`config.mk`:
```
export PLATFORM = sky130hd
export DESIGN_NAME = ee_log_store
export DESIGN_NICKNAME = d
export VERILOG_FILES = /design/src/rtl/ee_pkg.sv /design/src/rtl/ee_addr_gate.sv /design/src/rtl/ee_slot_ptr.sv /design/src/rtl/ee_log_store.sv
export SDC_FILE = /design/constraint.sdc
export NUM_CORES = 1
export LEC_CHECK = 0
export BUFFER_PORTS_ARGS = -buffer_cell sky130_fd_sc_hd__buf_2
export CAP_MARGIN = 20
export CORE_MARGIN = 2
export CORE_UTILIZATION = 53
export DETAILED_ROUTE_END_ITERATION = 6
export HOLD_SLACK_MARGIN = 0.03
export PLACE_DENSITY = 0.85
export SETUP_SLACK_MARGIN = 0.1
export SYNTH_ARGS = -nofsm -noshare
export SYNTH_HDL_FRONTEND = slang
export SYNTH_HIERARCHICAL = 1
export SYNTH_SLANG_ARGS = --single-unit
```
`constraint.sdc`:
```
create_clock -name clk -period 4.6 [get_ports clk]
set_clock_uncertainty 0.15 [all_clocks]
set_input_delay 0.92 -clock clk [delete_from_list [all_inputs] [get_ports clk]]
set_output_delay 0.92 -clock clk [all_outputs]
set_load 0.03 [all_outputs]
```
`src/rtl/ee_pkg.sv`:
```
package ee_pkg;
    localparam int KEY_W = 8;
    localparam int VAL_W = 16;
    localparam int REC_W = KEY_W + VAL_W;
    localparam logic [KEY_W-1:0] KEY_FREE = '1;
    localparam logic [VAL_W-1:0] VAL_BLANK = '1;

    typedef struct packed {
        logic [KEY_W-1:0] key;
        logic [VAL_W-1:0] val;
    } rec_t;

    typedef enum logic [2:0] {
        RC_OK      = 3'd0,
        RC_EXPIRED = 3'd1,
        RC_EARLY   = 3'd2,
        RC_NOINIT  = 3'd3,
        RC_NOROOM  = 3'd4,
        RC_BADADDR = 3'd5,
        RC_NOPAGE  = 3'd6,
        RC_VERIFY  = 3'd7
    } rcode_t;

    localparam int FLG_MISS = 0;

    typedef enum logic [3:0] {
        ST_IDLE, ST_RREQ, ST_RCHK, ST_FREQ, ST_FCHK,
        ST_PROG, ST_VREQ, ST_VCHK, ST_PACK, ST_DONE
    } st_t;

    function automatic logic [7:0] code_bit(rcode_t c);
        return 8'(1) << c;
    endfunction
endpackage

```
`src/rtl/ee_addr_gate.sv`:
```
module ee_addr_gate #(
    parameter int EE_SIZE = 8
) (
    input  logic [ee_pkg::KEY_W-1:0] addr,
    output logic                     legal
);
    always_comb legal = (32'(addr) < EE_SIZE);
endmodule

```
`src/rtl/ee_slot_ptr.sv`:
```
module ee_slot_ptr #(
    parameter int AW = 4
) (
    input  logic          clk,
    input  logic          rst,
    input  logic          load,
    input  logic [AW-1:0] load_val,
    input  logic          inc,
    input  logic          dec,
    output logic [AW-1:0] ptr
);
    always_ff @(posedge clk) begin
        if (rst)       ptr <= '0;
        else if (load) ptr <= load_val;
        else if (inc)  ptr <= ptr + AW'(1);
        else if (dec)  ptr <= ptr - AW'(1);
    end
endmodule

```
`src/rtl/ee_log_store.sv`:
```
module ee_log_store
    import ee_pkg::*;
#(
    parameter int PAGE_WORDS = 16,
    parameter int EE_SIZE    = 8,
    localparam int AW        = $clog2(PAGE_WORDS)
) (
    input  logic             clk,
    input  logic             rst,
    input  logic             req_start,
    input  logic             req_write,
    input  logic [KEY_W-1:0] req_addr,
    input  logic [VAL_W-1:0] req_data,
    input  logic             page_valid,
    input  logic [7:0]       flag_clr,
    output logic             req_done,
    output logic [2:0]       req_result,
    output logic [VAL_W-1:0] rd_data,
    output logic [7:0]       flags,
    output logic             pack_req,
    output logic [AW-1:0]    mem_addr,
    output logic             mem_rd,
    output logic             mem_wr,
    output logic [REC_W-1:0] mem_wdata,
    input  logic [REC_W-1:0] mem_rdata
);
    localparam logic [AW-1:0] LAST  = AW'(PAGE_WORDS - 1);
    localparam logic [AW-1:0] FIRST = AW'(1);
    localparam logic [AW-1:0] FINAL = AW'(PAGE_WORDS - 2);

    st_t              state;
    logic             wr_q;
    logic [KEY_W-1:0] key_q;
    logic [VAL_W-1:0] val_q;
    logic [7:0]       set_q;
    rcode_t           res_q;
    logic [VAL_W-1:0] rdat_q;
    logic             legal;
    logic             p_load, p_inc, p_dec;
    logic [AW-1:0]    p_val, ptr;
    rec_t             rec_in, rec_out;

    assign rec_in  = rec_t'(mem_rdata);
    assign rec_out = '{key: key_q, val: val_q};

    ee_addr_gate #(.EE_SIZE(EE_SIZE)) gate_i (.addr(req_addr), .legal(legal));

    ee_slot_ptr #(.AW(AW)) ptr_i (
        .clk(clk), .rst(rst), .load(p_load), .load_val(p_val),
        .inc(p_inc), .dec(p_dec), .ptr(ptr)
    );

    // Pointer control
    always_comb begin
        p_load = 1'b0;
        p_val  = LAST;
        p_inc  = 1'b0;
        p_dec  = 1'b0;
        unique case (state)
            ST_IDLE: p_load = req_start;
            ST_RCHK: begin
                if (rec_in.key == key_q || ptr == FIRST) begin
                    p_load = 1'b1;
                    p_val  = FIRST;
                end else begin
                    p_dec = 1'b1;
                end
            end
            ST_FCHK: p_inc = (rec_in.key != KEY_FREE);
            default: ;
        endcase
    end

    // Memory port
    always_comb begin
        mem_addr  = ptr;
        mem_rd    = (state == ST_RREQ) || (state == ST_VREQ) ||
                    (state == ST_FREQ && ptr < LAST);
        mem_wr    = (state == ST_PROG);
        mem_wdata = rec_out;
    end

    assign req_done = (state == ST_DONE);

    // Sequencer
    always_ff @(posedge clk) begin
        if (rst) begin
            state    <= ST_IDLE;
            wr_q     <= 1'b0;
            key_q    <= '0;
            val_q    <= '0;
            set_q    <= '0;
            res_q    <= RC_OK;
            rdat_q   <= VAL_BLANK;
            pack_req <= 1'b0;
        end else begin
            unique case (state)
                ST_IDLE: if (req_start) begin
                    wr_q     <= req_write;
                    key_q    <= req_addr;
                    val_q    <= req_data;
                    set_q    <= '0;
                    res_q    <= RC_OK;
                    rdat_q   <= VAL_BLANK;
                    pack_req <= 1'b0;
                    if (!legal) begin
                        set_q <= code_bit(RC_BADADDR);
                        res_q <= RC_BADADDR;
                        state <= ST_DONE;
                    end else if (!page_valid) begin
                        set_q <= code_bit(RC_NOPAGE);
                        res_q <= RC_NOPAGE;
                        state <= ST_DONE;
                    end else begin
                        state <= ST_RREQ;
                    end
                end
                ST_RREQ: state <= ST_RCHK;
                ST_RCHK: begin
                    if (rec_in.key == key_q) begin
                        rdat_q <= rec_in.val;
                        state  <= (wr_q && rec_in.val != val_q) ? ST_FREQ : ST_DONE;
                    end else if (ptr == FIRST) begin
                        rdat_q <= VAL_BLANK;
                        if (!wr_q) set_q[FLG_MISS] <= 1'b1;
                        state  <= (wr_q && val_q != VAL_BLANK) ? ST_FREQ : ST_DONE;
                    end else begin
                        state <= ST_RREQ;
                    end
                end
                ST_FREQ: begin
                    if (ptr >= LAST) begin
                        set_q <= code_bit(RC_NOROOM);
                        res_q <= RC_NOROOM;
                        state <= ST_DONE;
                    end else begin
                        state <= ST_FCHK;
                    end
                end
                ST_FCHK: state <= (rec_in.key == KEY_FREE) ? ST_PROG : ST_FREQ;
                ST_PROG: state <= ST_VREQ;
                ST_VREQ: state <= ST_VCHK;
                ST_VCHK: begin
                    if (mem_rdata != rec_out) begin
                        set_q <= code_bit(RC_VERIFY);
                        res_q <= RC_VERIFY;
                        state <= ST_DONE;
                    end else if (ptr == FINAL) begin
                        pack_req <= 1'b1;
                        state    <= ST_PACK;
                    end else begin
                        state <= ST_DONE;
                    end
                end
                ST_PACK: state <= ST_DONE;
                ST_DONE: state <= ST_IDLE;
                default: state <= ST_IDLE;
            endcase
        end
    end

    // Sticky flags: set in the done cycle wins over a same-cycle clear
    always_ff @(posedge clk) begin
        if (rst) flags <= '0;
        else     flags <= (flags & ~flag_clr) | (req_done ? set_q : 8'h0);
    end

    assign req_result = res_q;
    assign rd_data    = rdat_q;


    done_pulse_chk: assert property (@(posedge clk) disable iff (rst)
        req_done |=> !req_done);


    busy_hold_chk: assert property (@(posedge clk) disable iff (rst)
        (state != ST_IDLE) |=> $stable(key_q) && $stable(val_q) && $stable(wr_q));


    pack_lead_chk: assert property (@(posedge clk) disable iff (rst)
        $rose(pack_req) |=> req_done);


    prog_range_chk: assert property (@(posedge clk) disable iff (rst)
        mem_wr |-> (mem_addr != '0) && (mem_addr < LAST) &&
                   (32'(mem_wdata[REC_W-1:VAL_W]) < EE_SIZE));


    bad_addr_data_chk: assert property (@(posedge clk) disable iff (rst)
        (req_done && req_result == RC_BADADDR) |-> (rd_data == VAL_BLANK));


    flag_sticky_chk: assert property (@(posedge clk) disable iff (rst)
        (($past(flags) & ~flags & ~$past(flag_clr)) == 8'h0));


    flag_unused_chk: assert property (@(posedge clk) disable iff (rst)
        flags[3:1] == 3'b000);
endmodule

```
==> metrics.txt, run 1 <==
Sw Pwr around 0.81 mW; vias in the first global route 2,889; Clock power frac 24.9%; Buf/Inv on CP 1; kind of end point of the critical path flop; maximum net fanout on the critical path 11; Max Cap Viol 0; share of total power in combinational logic 35.7%; worst reg2reg setup slack between 1.5 and 2 ns; NumNets Final 538; Via Count 3,125; Top Ports 120; half-perimeter wire length after detailed placement 6363 um; fraction of layout cells with a size suffix above 1 32.78%; Max-Slew Margin vs Limit a little over two fifths; CP Launch Type input pin; final number of hold-violating endpoints 0; DRC violation count after routing 0; result of the run finished clean; # hold bufs at CTS 0; Post-Syn Area 3125 um^2; tightest hold margin 0.3143 ns; number of post-CTS setup repair buffers 0; peak supply drop 380.9 uV; post-cts resize count 0; Cell Area, Placed 3727 um^2; largest net degree at the start of global routing 49; Worst Tran Pin Value 0.8726 ns; sequential element share of the synthesized area between 40% and 50%; Setup violations, final 0; clock latency at the later pin of the worst-skew pair 0.35 ns; hold path depth 2; number of nets in the synthesized netlist roughly 420; hold worst-path end req_result[2]; antenna violations before repair 0; power density over cell area 505.4 nW/um^2; count of final max-slew check failures 0; CTS tree built; Final ANT Viol Nets 0; number of fillers in the final layout roughly 480; library cells used by synthesis 58; count of standard-cell rows 27; port buffer count 119; data arrival at the endpoint of the critical path 3.06 ns; TNS Setup 0 ns; sw frac 40.96%; R2R depth 8; CP required ~4.7 ns; critical path start-end classification in2reg; number of H-tree levels 3; count of flip-flops with a built-in enable after synthesis 0; unrepaired setup endpoints after global routing no; number of standard cells after synthesis 360; routed len/inst approximately 16 um; largest stage delay on the critical path roughly 0.54 ns; Mapped Avg Cell Area approximately 8.7 um^2; final antenna diode count 0; leakage power figure 1.633 nW; Pint 1.172 mW; part of the total power dissipated in sequential elements 39.4%; width of the die 80.80 um; number of sinks driven by the clock tree 66; Synth Warn # 6; detailed-router iteration count before antenna repair 4; Fmax achieved around 0.34 GHz; clock-pin slew reported for the worst setup and hold paths after clock tree synthesis 0.07 ns; reg2reg end ptr_i/ptr[3]; maximum root-to-sink buffer count 2; total routing resource utilization after global routing 26.66%; first-iteration detailed-routing DRC count 185; gr ovfl total 0; drt total wl 8543 um; startpoint of the most critical hold path req_result[2]; synthesized flop and latch total 66; final std cells w/o fill 551; wire length of the first global-routing pass 13,300 um; share of the clock period used by the worst path after layout 64.47%; Final Wtd Congestion 0.9726; chip height a little over 80 um; Worst path top cell family by delay simple AND/OR/NAND/NOR gates; Area growth, synth to finish 25.62%; primary flip-flop cell chosen by synthesis mapping sky130_fd_sc_hd__dfxtp_1; min Tclk post-route between 2 and 3 ns; Initial Utilization 55.73%; CTS Root Cell sky130_fd_sc_hd__clkbuf_8; CORE AREA 5608 um^2; cts bufs inserted 9; detail-routed via count per cell 5.672; number of cells in the design after placement about 540; die footprint 6528 um^2; cells along the critical path buf_2 -> xor2_1 -> nor4_1 -> and2_2 -> o21ai_2 -> nand2_1 -> nor2b_1 -> and4_4 -> a2111oi_2; class of the most critical hold timing path reg2reg; final non-filler cell area 3926 um^2; slowest cell on the critical path sky130_fd_sc_hd__nor4_1; startpoint of the most critical register-to-register path key_q[6]; async set-reset flop share out of synthesis 0%
[tightest hold or removal path: stages (launching register included)]
cell	delay, ns
sky130_fd_sc_hd__dfxtp_1	0.32
sky130_fd_sc_hd__inv_1	0.05
sky130_fd_sc_hd__a21oi_1	0.05
[metrics by stage]
step,total power [mW],utilization [%],worst slack (ns)
floorplan,1.300,-,1.336
global placement,1.474,66.47,1.538
detailed placement,1.492,66.47,1.344
CTS,1.983,70.01,1.702
global route,2.088,70.01,1.529
finish,1.985,70.01,1.635
[logic make-up after synthesis]
logic type,Yosys count,synth area share [%]
compound gates,88,18.86
xor+xnor,25,7.006
fa+ha+maj,3,1.441
buf+inv,26,4.243
flops,66,42.27
mux,5,1.761
other cells,1,0.1200
simple gates,146,24.30
[synthesized netlist by cell type (4+ instances only)]
master                     count  area share, %
sky130_fd_sc_hd__o21ai_0       6           0.96
sky130_fd_sc_hd__buf_6         4            1.4
sky130_fd_sc_hd__nor2b_1       8            1.6
sky130_fd_sc_hd__nand3b_1      4           0.96
sky130_fd_sc_hd__o22a_1       16            4.5
sky130_fd_sc_hd__clkbuf_1     11            1.3
sky130_fd_sc_hd__nor4_1        4           0.80
sky130_fd_sc_hd__nand4_1      14            2.8
sky130_fd_sc_hd__nor2_1       20            2.4
sky130_fd_sc_hd__nand3_1       5           0.80
sky130_fd_sc_hd__inv_1         7           0.84
sky130_fd_sc_hd__or3_1         4           0.80
sky130_fd_sc_hd__a21oi_1      46            7.4
sky130_fd_sc_hd__nand2_1      62            7.4
sky130_fd_sc_hd__xnor2_1      16            4.5
sky130_fd_sc_hd__buf_2         4           0.64
sky130_fd_sc_hd__xor2_1        9            2.5
sky130_fd_sc_hd__nor3_1        6           0.96
sky130_fd_sc_hd__dfxtp_1      66             42
[power by group through the flow]
stage / registers (mW) / clock network (mW) / logic [mW]
2_1_floorplan: 0.865 / 0 / 0.435
3_3_place_gp: 0.785 / 0 / 0.689
3_5_place_dp: 0.791 / 0 / 0.701
4_1_cts: 0.779 / 0.498 / 0.707
5_1_grt: 0.796 / 0.524 / 0.768
6_report: 0.782 / 0.495 / 0.708
[routing by layer]
metal  part of all wire [%]  GRT usage, %
met5                      0             0
met3                    7.2         5.556
met2                     49         43.17
met4                    2.2         12.37
met1                     41         34.25
[flip-flops by register name, summed over array words and instances, names as in the netlist]
signal	count
flags	8
rd_data	16
key_q	8
pack_req	1
wr_q	1
req_result	3
set_q	5
val_q	16
ptr_i/ptr	4
state	4
[how the worst max path moves through the flow]
stage	startpoint	endpoint	slack, ns	cells after the start
2_1_floorplan	mem_rdata[23]	ptr_i/ptr[3]	1.34	8
3_3_place_gp	mem_rdata[22]	ptr_i/ptr[3]	1.54	9
3_5_place_dp	mem_rdata[22]	ptr_i/ptr[3]	1.34	9
4_1_cts	mem_rdata[22]	ptr_i/ptr[3]	1.70	9
5_1_grt	mem_rdata[22]	ptr_i/ptr[3]	1.53	9
6_report	mem_rdata[22]	ptr_i/ptr[3]	1.63	9
[final cells by class]
class / instances / area (um^2) / share of cell area (%)
clock buffer: 9 / 123.9 / 3.155
inverter: 7 / 26.28 / 0.6692
tap: 72 / 90.09 / 2.294
clock inverter: 7 / 75.07 / 1.912
timing repair buffer: 122 / 618.1 / 15.74
multi-input combinational: 268 / 1672 / 42.57
sequential: 66 / 1321 / 33.65
[cell usage in the layout, fill, tap and decap left out, types with 2 or more instances in the layout]
cell | Yosys | routed
sky130_fd_sc_hd__o31ai_1 | 2 | 2
sky130_fd_sc_hd__ha_1 | 2 | 2
sky130_fd_sc_hd__nor4b_1 | 2 | 2
sky130_fd_sc_hd__nor2_1 | 20 | 20
sky130_fd_sc_hd__nor4_1 | 4 | 4
sky130_fd_sc_hd__nor3b_1 | 3 | 3
sky130_fd_sc_hd__nand2_1 | 62 | 62
sky130_fd_sc_hd__o22a_1 | 16 | 16
sky130_fd_sc_hd__xor2_1 | 9 | 9
sky130_fd_sc_hd__o21ai_0 | 6 | 6
sky130_fd_sc_hd__clkinv_4 | 0 | 2
sky130_fd_sc_hd__buf_4 | 0 | 3
sky130_fd_sc_hd__nor2b_1 | 8 | 8
sky130_fd_sc_hd__clkinv_2 | 0 | 2
sky130_fd_sc_hd__xnor2_1 | 16 | 16
sky130_fd_sc_hd__nor3_1 | 6 | 6
sky130_fd_sc_hd__nand2b_1 | 2 | 2
sky130_fd_sc_hd__nand4_1 | 14 | 14
sky130_fd_sc_hd__inv_6 | 0 | 2
sky130_fd_sc_hd__a21oi_1 | 46 | 46
sky130_fd_sc_hd__buf_2 | 4 | 119
sky130_fd_sc_hd__mux2_2 | 3 | 3
sky130_fd_sc_hd__nand3b_1 | 4 | 4
sky130_fd_sc_hd__inv_1 | 7 | 7
sky130_fd_sc_hd__clkbuf_8 | 0 | 9
sky130_fd_sc_hd__nand3_1 | 5 | 5
sky130_fd_sc_hd__or3_1 | 4 | 4
sky130_fd_sc_hd__dfxtp_1 | 66 | 66
sky130_fd_sc_hd__o21bai_1 | 2 | 2
Note: power is estimated with default switching activity, not from simulation.
==> inputs of run 2 (changes only) <==
ABC_AREA = 1   (was unset)
CORE_UTILIZATION = 50   (was 53)
PLACE_DENSITY = 0.79   (was 0.85)
clock period = 3.05 ns   (was 4.6 ns; I/O delays follow)
==> metrics.txt, run 2 <==
total area of multi-input combinational cells 1778 um^2 (was 1672 um^2); number of post-CTS setup repair buffers 0 (unchanged); number of fillers in the final layout 625 (was 476); library cells used by synthesis 43 (was 58); wire length of the first global-routing pass 14,290 um (was 13,300 um); Max Cap Viol 0 (unchanged); area taken by flip-flops and latches 1321 um^2 (unchanged); cells along the critical path nand3_4 -> nor2_1 -> inv_1 -> nor2_2 -> nor2_1 -> o21ai_0 -> buf_2 (was buf_2 -> xor2_1 -> nor4_1 -> and2_2 -> o21ai_2 -> nand2_1 -> nor2b_1 -> and4_4 -> a2111oi_2); detailed-router iteration count before antenna repair 5 (was 4); Post-Syn Area 3438 um^2 (was 3125 um^2); Max-Slew Margin vs Limit 63.52% (was 41.83%); Setup violations, final 0 (unchanged); post-cts resize count 0 (unchanged); Top Ports 120 (unchanged); class of the most critical hold timing path in2reg (was reg2reg); number of nets in the synthesized netlist 559 (was 424); Via Count 3,530 (was 3,125); CTS tree built (unchanged); count of final max-slew check failures 0 (unchanged); half-perimeter wire length after detailed placement 6526 um (was 6363 um); share of the core filled with cells 63.31% (was 70.01%); gr ovfl total 0 (unchanged); data arrival at the endpoint of the critical path 1.73 ns (was 3.06 ns); slowest cell on the critical path sky130_fd_sc_hd__dfxtp_1 (was sky130_fd_sc_hd__nor4_1); peak supply drop 472.0 uV (was 380.9 uV); Area growth, synth to finish 23.73% (was 25.62%); clock latency at the later pin of the worst-skew pair 0.33 ns (was 0.35 ns); largest net degree at the start of global routing 47 (was 49); critical path start-end classification reg2out (was in2reg); maximum net fanout on the critical path 5 (was 11); Worst Tran Pin Value 0.5472 ns (was 0.8726 ns); vias in the first global route 3,176 (was 2,889); Mapped Avg Cell Area 6.946 um^2 (was 8.682 um^2); final number of hold-violating endpoints 0 (unchanged); min Tclk post-route 2.490 ns; width of the die 86.93 um (was 80.80 um); sequential element share of the synthesized area 38.43% (was 42.27%); CP Launch Type flop (was input pin); most frequent cells after synthesis sky130_fd_sc_hd__nand2_1, sky130_fd_sc_hd__dfxtp_1, sky130_fd_sc_hd__inv_1 (was sky130_fd_sc_hd__dfxtp_1, sky130_fd_sc_hd__nand2_1, sky130_fd_sc_hd__a21oi_1); most repeated library cell on the critical path sky130_fd_sc_hd__nor2_1; Initial Utilization 51.17% (was 55.73%); most instantiated library cell after synthesis sky130_fd_sc_hd__nand2_1 (was sky130_fd_sc_hd__dfxtp_1); async set-reset flop share out of synthesis 0% (unchanged); count of standard-cell rows 30 (was 27); DRC violation count after routing 0 (unchanged); kind of end point of the critical path primary output (was flop); detail-routed via count per cell 5.065 (was 5.672); final antenna diode count 0 (unchanged); CTS Root Cell sky130_fd_sc_hd__clkbuf_8 (unchanged); routed len/inst 12.81 um (was 15.50 um); unrepaired setup endpoints after global routing no (unchanged); first-iteration detailed-routing DRC count 201 (was 185); total routing resource utilization after global routing 23.92% (was 26.66%); antenna violations before repair 0 (unchanged); port buffer count 119 (unchanged); Final ANT Viol Nets 0 (unchanged); Buf/Inv on CP 2 (was 1); largest cells by area after synthesis sky130_fd_sc_hd__dfxtp_1, sky130_fd_sc_hd__nand2_1, sky130_fd_sc_hd__inv_1 (was sky130_fd_sc_hd__dfxtp_1, sky130_fd_sc_hd__nand2_1, sky130_fd_sc_hd__a21oi_1); most frequent standard cell in the layout excluding fill and tap cells sky130_fd_sc_hd__buf_2 (unchanged); number of standard cells after synthesis 495 (was 360); area share of the leading cell type in the synthesized netlist 38.43% (was 42.27%); # hold bufs at CTS 0 (unchanged); number of H-tree levels 3 (unchanged); result of the run finished clean (unchanged); CP required 2.29 ns (was 4.70 ns); chip height 86.93 um (was 80.80 um); share of the clock period used by the worst path after layout 81.65%; primary flip-flop cell chosen by synthesis mapping sky130_fd_sc_hd__dfxtp_1 (unchanged); number of cells in the design after placement 682 (was 535); cts bufs inserted 9 (unchanged); Fmax achieved roughly 0.4 GHz; count of flip-flops with a built-in enable after synthesis 0 (unchanged); largest stage delay on the critical path 0.47 ns (was 0.54 ns); cell accounting for the most synthesized area sky130_fd_sc_hd__dfxtp_1 (unchanged); CORE AREA 6719 um^2 (was 5608 um^2); TNS Setup 0 ns (unchanged); NumNets Final 677 (was 538); Final Wtd Congestion 0.9112 (was 0.9726); die footprint 7556 um^2 (was 6528 um^2); Worst path top cell family by delay simple AND/OR/NAND/NOR gates (unchanged); drt total wl 8926 um (was 8543 um); clock-pin slew reported for the worst setup and hold paths after clock tree synthesis 0.07 ns (about the same); leakage power figure 2.128 nW (was 1.633 nW); number of sinks driven by the clock tree 66 (unchanged); synthesized flop and latch total 66 (unchanged); final std cells w/o fill 697 (was 551); fraction of layout cells with a size suffix above 1 28.04% (was 32.78%); maximum root-to-sink buffer count 2 (unchanged); power density over cell area 950.7 nW/um^2 (was 505.4 nW/um^2); Synth Warn # 6 (unchanged); commonest cells after routing, fill and taps aside sky130_fd_sc_hd__buf_2, sky130_fd_sc_hd__nand2_1, sky130_fd_sc_hd__dfxtp_1, sky130_fd_sc_hd__inv_1, sky130_fd_sc_hd__nor2_1 (was sky130_fd_sc_hd__buf_2, sky130_fd_sc_hd__dfxtp_1, sky130_fd_sc_hd__nand2_1, sky130_fd_sc_hd__a21oi_1, sky130_fd_sc_hd__nor2_1)
[run 2: changes by cell type after synthesis, moves of 5 or more]
cell and change:
sky130_fd_sc_hd__o21ai_1 +14, sky130_fd_sc_hd__inv_1 +53, sky130_fd_sc_hd__o21ai_0 +33, sky130_fd_sc_hd__clkbuf_1 -5, sky130_fd_sc_hd__inv_2 +5, sky130_fd_sc_hd__nand2_1 +47
sky130_fd_sc_hd__o22a_1 -16, sky130_fd_sc_hd__nor2b_1 -8, sky130_fd_sc_hd__nand3_1 +17, sky130_fd_sc_hd__nor2_1 +34, sky130_fd_sc_hd__xnor2_1 -16, sky130_fd_sc_hd__nand2_2 +15
[run 2: area by class of cell]
| cell class | instances | area share, % |
|---|---|---|
| well taps | 80 | 2.353 |
| clock buffers | 12 | 3.412 |
| repair buffers | 120 | 14.18 |
| inverters | 69 | 6.265 |
| flip-flops and latches | 66 | 31.06 |
| multi-input cells | 347 | 41.79 |
| clock inverters | 3 | 0.9412 |
[run 2: per-stage QoR]
stage	area, um^2	total power, mW	worst slack (ns)	hold slack [ns]
after CTS	4254	4.055	0.5633	0.2596
after global placement	4069	3.284	0.4573	0.2745
final	4254	4.044	0.5596	0.2724
after detailed placement	4069	3.336	0.4199	0.2830
after global routing	4254	4.342	0.3396	0.2578
after floorplan	3438	2.872	0.7888	0.2758
[run 2: where the power goes]
part / total, mW / switching [mW] / internal [mW]
sequential: 1.36 / 0.244 / 1.12
combinational: 1.98 / 1.35 / 0.625
clock: 0.706 / 0.313 / 0.393
total: 4.04 / 1.91 / 2.13
[run 2: layer usage]
layer | routed length, um | part of all wire (%) | global-route usage [%] | up-vias
li1 | - | - | - | 1818
met1 | 3977 | 45 | 30.63 | 1576
met2 | 4085 | 46 | 37.96 | 114
met3 | 629 | 7.0 | 6.066 | 22
met4 | 234 | 2.6 | 10.65 | 0
met5 | 0 | 0 | 0 | -
[run 2: kinds of logic (layout without fill, tap and decap cells)]
kind of cell	Yosys count	in the layout	synth area share, %
AO/OA/AOI/OAI	101	101	15.25
XOR/XNOR	8	8	2.038
adder cells (fa/ha/maj)	3	3	1.310
buffers and inverters	82	204	9.862
flip-flops	66	66	38.43
other	1	1	0.1091
AND/OR/NAND/NOR	234	234	33.01
[run 2: worst paths after layout]
path / depth (start not counted) / slack [ns] / start / end
setup / recovery: 7 / 0.56 / state[0] / mem_rd
hold reg to reg: 2 / 0.29 / flags[1] / flags[1]
hold / removal: 2 / 0.27 / flag_clr[3] / flags[3]
setup reg to reg: 12 / 0.58 / state[2] / ptr_i/ptr[3]
[run 2: worst register-to-register path: cells and delay by family, from the launching register on]
family	cells	cell delay, ns
fa+ha+maj	1	0.35
simple gates	7	0.74
flops	1	0.36
compound gates	2	0.54
buf+inv	2	0.26
==> inputs of run 3 (changes only) <==
CORE_UTILIZATION = 45   (was 50)
PLACE_DENSITY = 0.75   (was 0.79)
clock period = 2.15 ns   (was 3.05 ns; I/O delays follow)
==> metrics.txt, run 3 (synthesized netlist as in run 2, its figures left out) <==
kind of end point of the critical path flop (was primary output); maximum root-to-sink buffer count 2 (unchanged); vias in the first global route 3,337 (was 3,176); power density over cell area 1378 nW/um^2 (was 950.7 nW/um^2); CP Launch Type flop (unchanged); clock-pin slew reported for the worst setup and hold paths after clock tree synthesis 0.07 ns (about the same); total routing resource utilization after global routing 22.39% (was 23.92%); gr ovfl total 0 (unchanged); Initial Utilization 46.90% (was 51.17%); worst reg2reg setup slack 0.1 ns (was 0.58 ns); leakage power figure 2.224 nW (was 2.128 nW); clock latency at the later pin of the worst-skew pair 0.34 ns (was 0.33 ns); final antenna diode count 0 (unchanged); largest stage delay on the critical path 0.36 ns (was 0.47 ns); port buffer count 119 (unchanged); fraction of layout cells with a size suffix above 1 31.85% (was 28.04%); CP required 2.23 ns (was 2.29 ns); wire length of the first global-routing pass 15,240 um (was 14,290 um); CTS tree built (unchanged); Area growth, synth to finish 30.35% (was 23.73%); hold path depth 2 (unchanged); met2 routing resource usage after global routing 35.60% (was 37.96%); TNS Setup 0 ns (unchanged); number of sinks driven by the clock tree 66 (unchanged); final number of hold-violating endpoints 0 (unchanged); slowest cell on the critical path sky130_fd_sc_hd__dfxtp_2 (was sky130_fd_sc_hd__dfxtp_1); commonest cells after routing, fill and taps aside sky130_fd_sc_hd__buf_2, sky130_fd_sc_hd__nand2_1, sky130_fd_sc_hd__inv_1, sky130_fd_sc_hd__dfxtp_1, sky130_fd_sc_hd__nor2_1 (was sky130_fd_sc_hd__buf_2, sky130_fd_sc_hd__nand2_1, sky130_fd_sc_hd__dfxtp_1, sky130_fd_sc_hd__inv_1, sky130_fd_sc_hd__nor2_1); critical path start-end classification reg2reg (was reg2out); peak supply drop 800.6 uV (was 472.0 uV); cts bufs inserted 9 (unchanged); Setup violations, final 0 (unchanged); unrepaired setup endpoints after global routing yes (was no); share of the clock period used by the worst path after layout 95.50%; launch point of the critical path state[2] (was state[0]); count of standard-cell rows 31 (was 30); routed len/inst 12.84 um (was 12.81 um); final setup slack of the worst path 0.09683 ns (was 0.5596 ns); cells along the critical path inv_2 -> nor2_2 -> nand2_1 -> a21oi_2 -> inv_2 -> ha_1 -> or2_1 -> nand3_1 -> nand3_1 -> nand2_1 -> a21oi_2 (was nand3_4 -> nor2_1 -> inv_1 -> nor2_2 -> nor2_1 -> o21ai_0 -> buf_2); NumNets Final 690 (was 677); global-route met1 utilization 28.78% (was 30.63%); CTS Root Cell sky130_fd_sc_hd__clkbuf_8 (unchanged); number of H-tree levels 3 (unchanged); min Tclk post-route 2.053 ns; result of the run finished clean (unchanged); Max Cap Viol 0 (unchanged); DRC violation count after routing 0 (unchanged); met3 capacity usage during global routing 7.054% (was 6.066%); count of final max-slew check failures 0 (unchanged); detailed-router iteration count before antenna repair 5 (unchanged); class of the most critical hold timing path in2reg (unchanged); reg2reg end ptr_i/ptr[3] (unchanged); # hold bufs at CTS 0 (unchanged); data arrival at the endpoint of the critical path 2.13 ns (was 1.73 ns); Via Count 3,630 (was 3,530); Final ANT Viol Nets 0 (unchanged); Fmax achieved just under 0.5 GHz; antenna violations before repair 0 (unchanged); startpoint of the most critical register-to-register path state[2] (unchanged); startpoint of the most critical hold path flag_clr[2] (was flag_clr[3]); hold worst-path end flags[2] (was flags[3]); chip height 91.41 um (was 86.93 um); die footprint 8356 um^2 (was 7556 um^2); half-perimeter wire length after detailed placement 6952 um (was 6526 um); first-iteration detailed-routing DRC count 184 (was 201); Cell Area, Placed 4161 um^2 (was 4069 um^2); R2R depth 11 (was 12); width of the die 91.41 um (was 86.93 um); drt total wl 9376 um (was 8926 um); CORE AREA 7331 um^2 (was 6719 um^2); total chip power 6.176 mW (was 4.044 mW); Top Ports 120 (unchanged); final non-filler cell area 4482 um^2 (was 4254 um^2); detail-routed via count per cell 4.973 (was 5.065); largest net degree at the start of global routing 47 (unchanged); most frequent standard cell in the layout excluding fill and tap cells sky130_fd_sc_hd__buf_2 (unchanged); peak-usage layer in the global routing report met2 (unchanged); maximum net fanout on the critical path 4 (was 5); Final Wtd Congestion 0.9631 (was 0.9112); pre-CTS WS 0.01780 ns (was 0.4199 ns)
-- run 3: cell types whose count changed in the layout (fill, tap and decap cells not counted), moves of 2 or more --
cell	previous run	this run
sky130_fd_sc_hd__buf_4	1	14
sky130_fd_sc_hd__dfxtp_2	0	8
sky130_fd_sc_hd__buf_2	119	117
sky130_fd_sc_hd__bufinv_16	1	3
sky130_fd_sc_hd__dfxtp_1	66	57
sky130_fd_sc_hd__nor2_2	2	5
sky130_fd_sc_hd__nor2_1	54	51
-- run 3: worst max-delay path, delay by kind of cell (launching register included) --
kind	cells	cell delay, ns
DFF	1	0.36
buffers and inverters	2	0.17
AOI/OAI and AO/OA	2	0.21
adders and majority gates	1	0.32
and+or+nand+nor	6	0.73
-- run 3: stage by stage --
stage | hold slack, ns | cells | utilization [%]
after detailed placement | 0.2775 | 708 | 56.77
after global placement | 0.2742 | 708 | 56.77
after floorplan | 0.2758 | 495 | -
after CTS | 0.06455 | 726 | 60.37
final | 0.07903 | 730 | 61.14
after global routing | 0.06737 | 730 | 61.14
-- run 3: what timing repair did --
action	in CTS	in global routing
pin swaps	0	3
setup endpoints to repair	4	16
buffers inserted	2	3
gates cloned	0	1
resized for setup	10	10
-- run 3: where the power goes --
group | internal, mW | total (mW) | switching, mW
registers | 1.60 | 1.94 | 0.341
clock network | 0.769 | 1.24 | 0.475
logic | 0.985 | 2.99 | 2.01
-- run 3: how the worst max path moves through the flow --
stage | to | slack, ns | cells after the start
after detailed placement | ptr_i/ptr[3] | 0.02 | 11
after CTS | mem_rd | 0.1 | 6
final | ptr_i/ptr[3] | 0.1 | 11
after global placement | ptr_i/ptr[3] | 0.11 | 11
after floorplan | ptr_i/ptr[1] | 0.11 | 13
after global routing | ptr_i/ptr[3] | 0.01 | 12
-- run 3: layout make-up --
type,count,area [um^2]
inverters,69,269.0
multi-input cells,348,1809
repair buffers,132,710.7
fillers,695,2849
clock inverters,5,102.6
well taps,99,123.9
clock buffers,11,131.4
flip-flops and latches,66,1335
-- run 3: per-layer routing --
metal  vias to the layer above  wire (um)
li1                       1849          -
met1                      1642       4107
met2                       125       4482
met3                        14        646
met4                         0        139
met5                         -          0
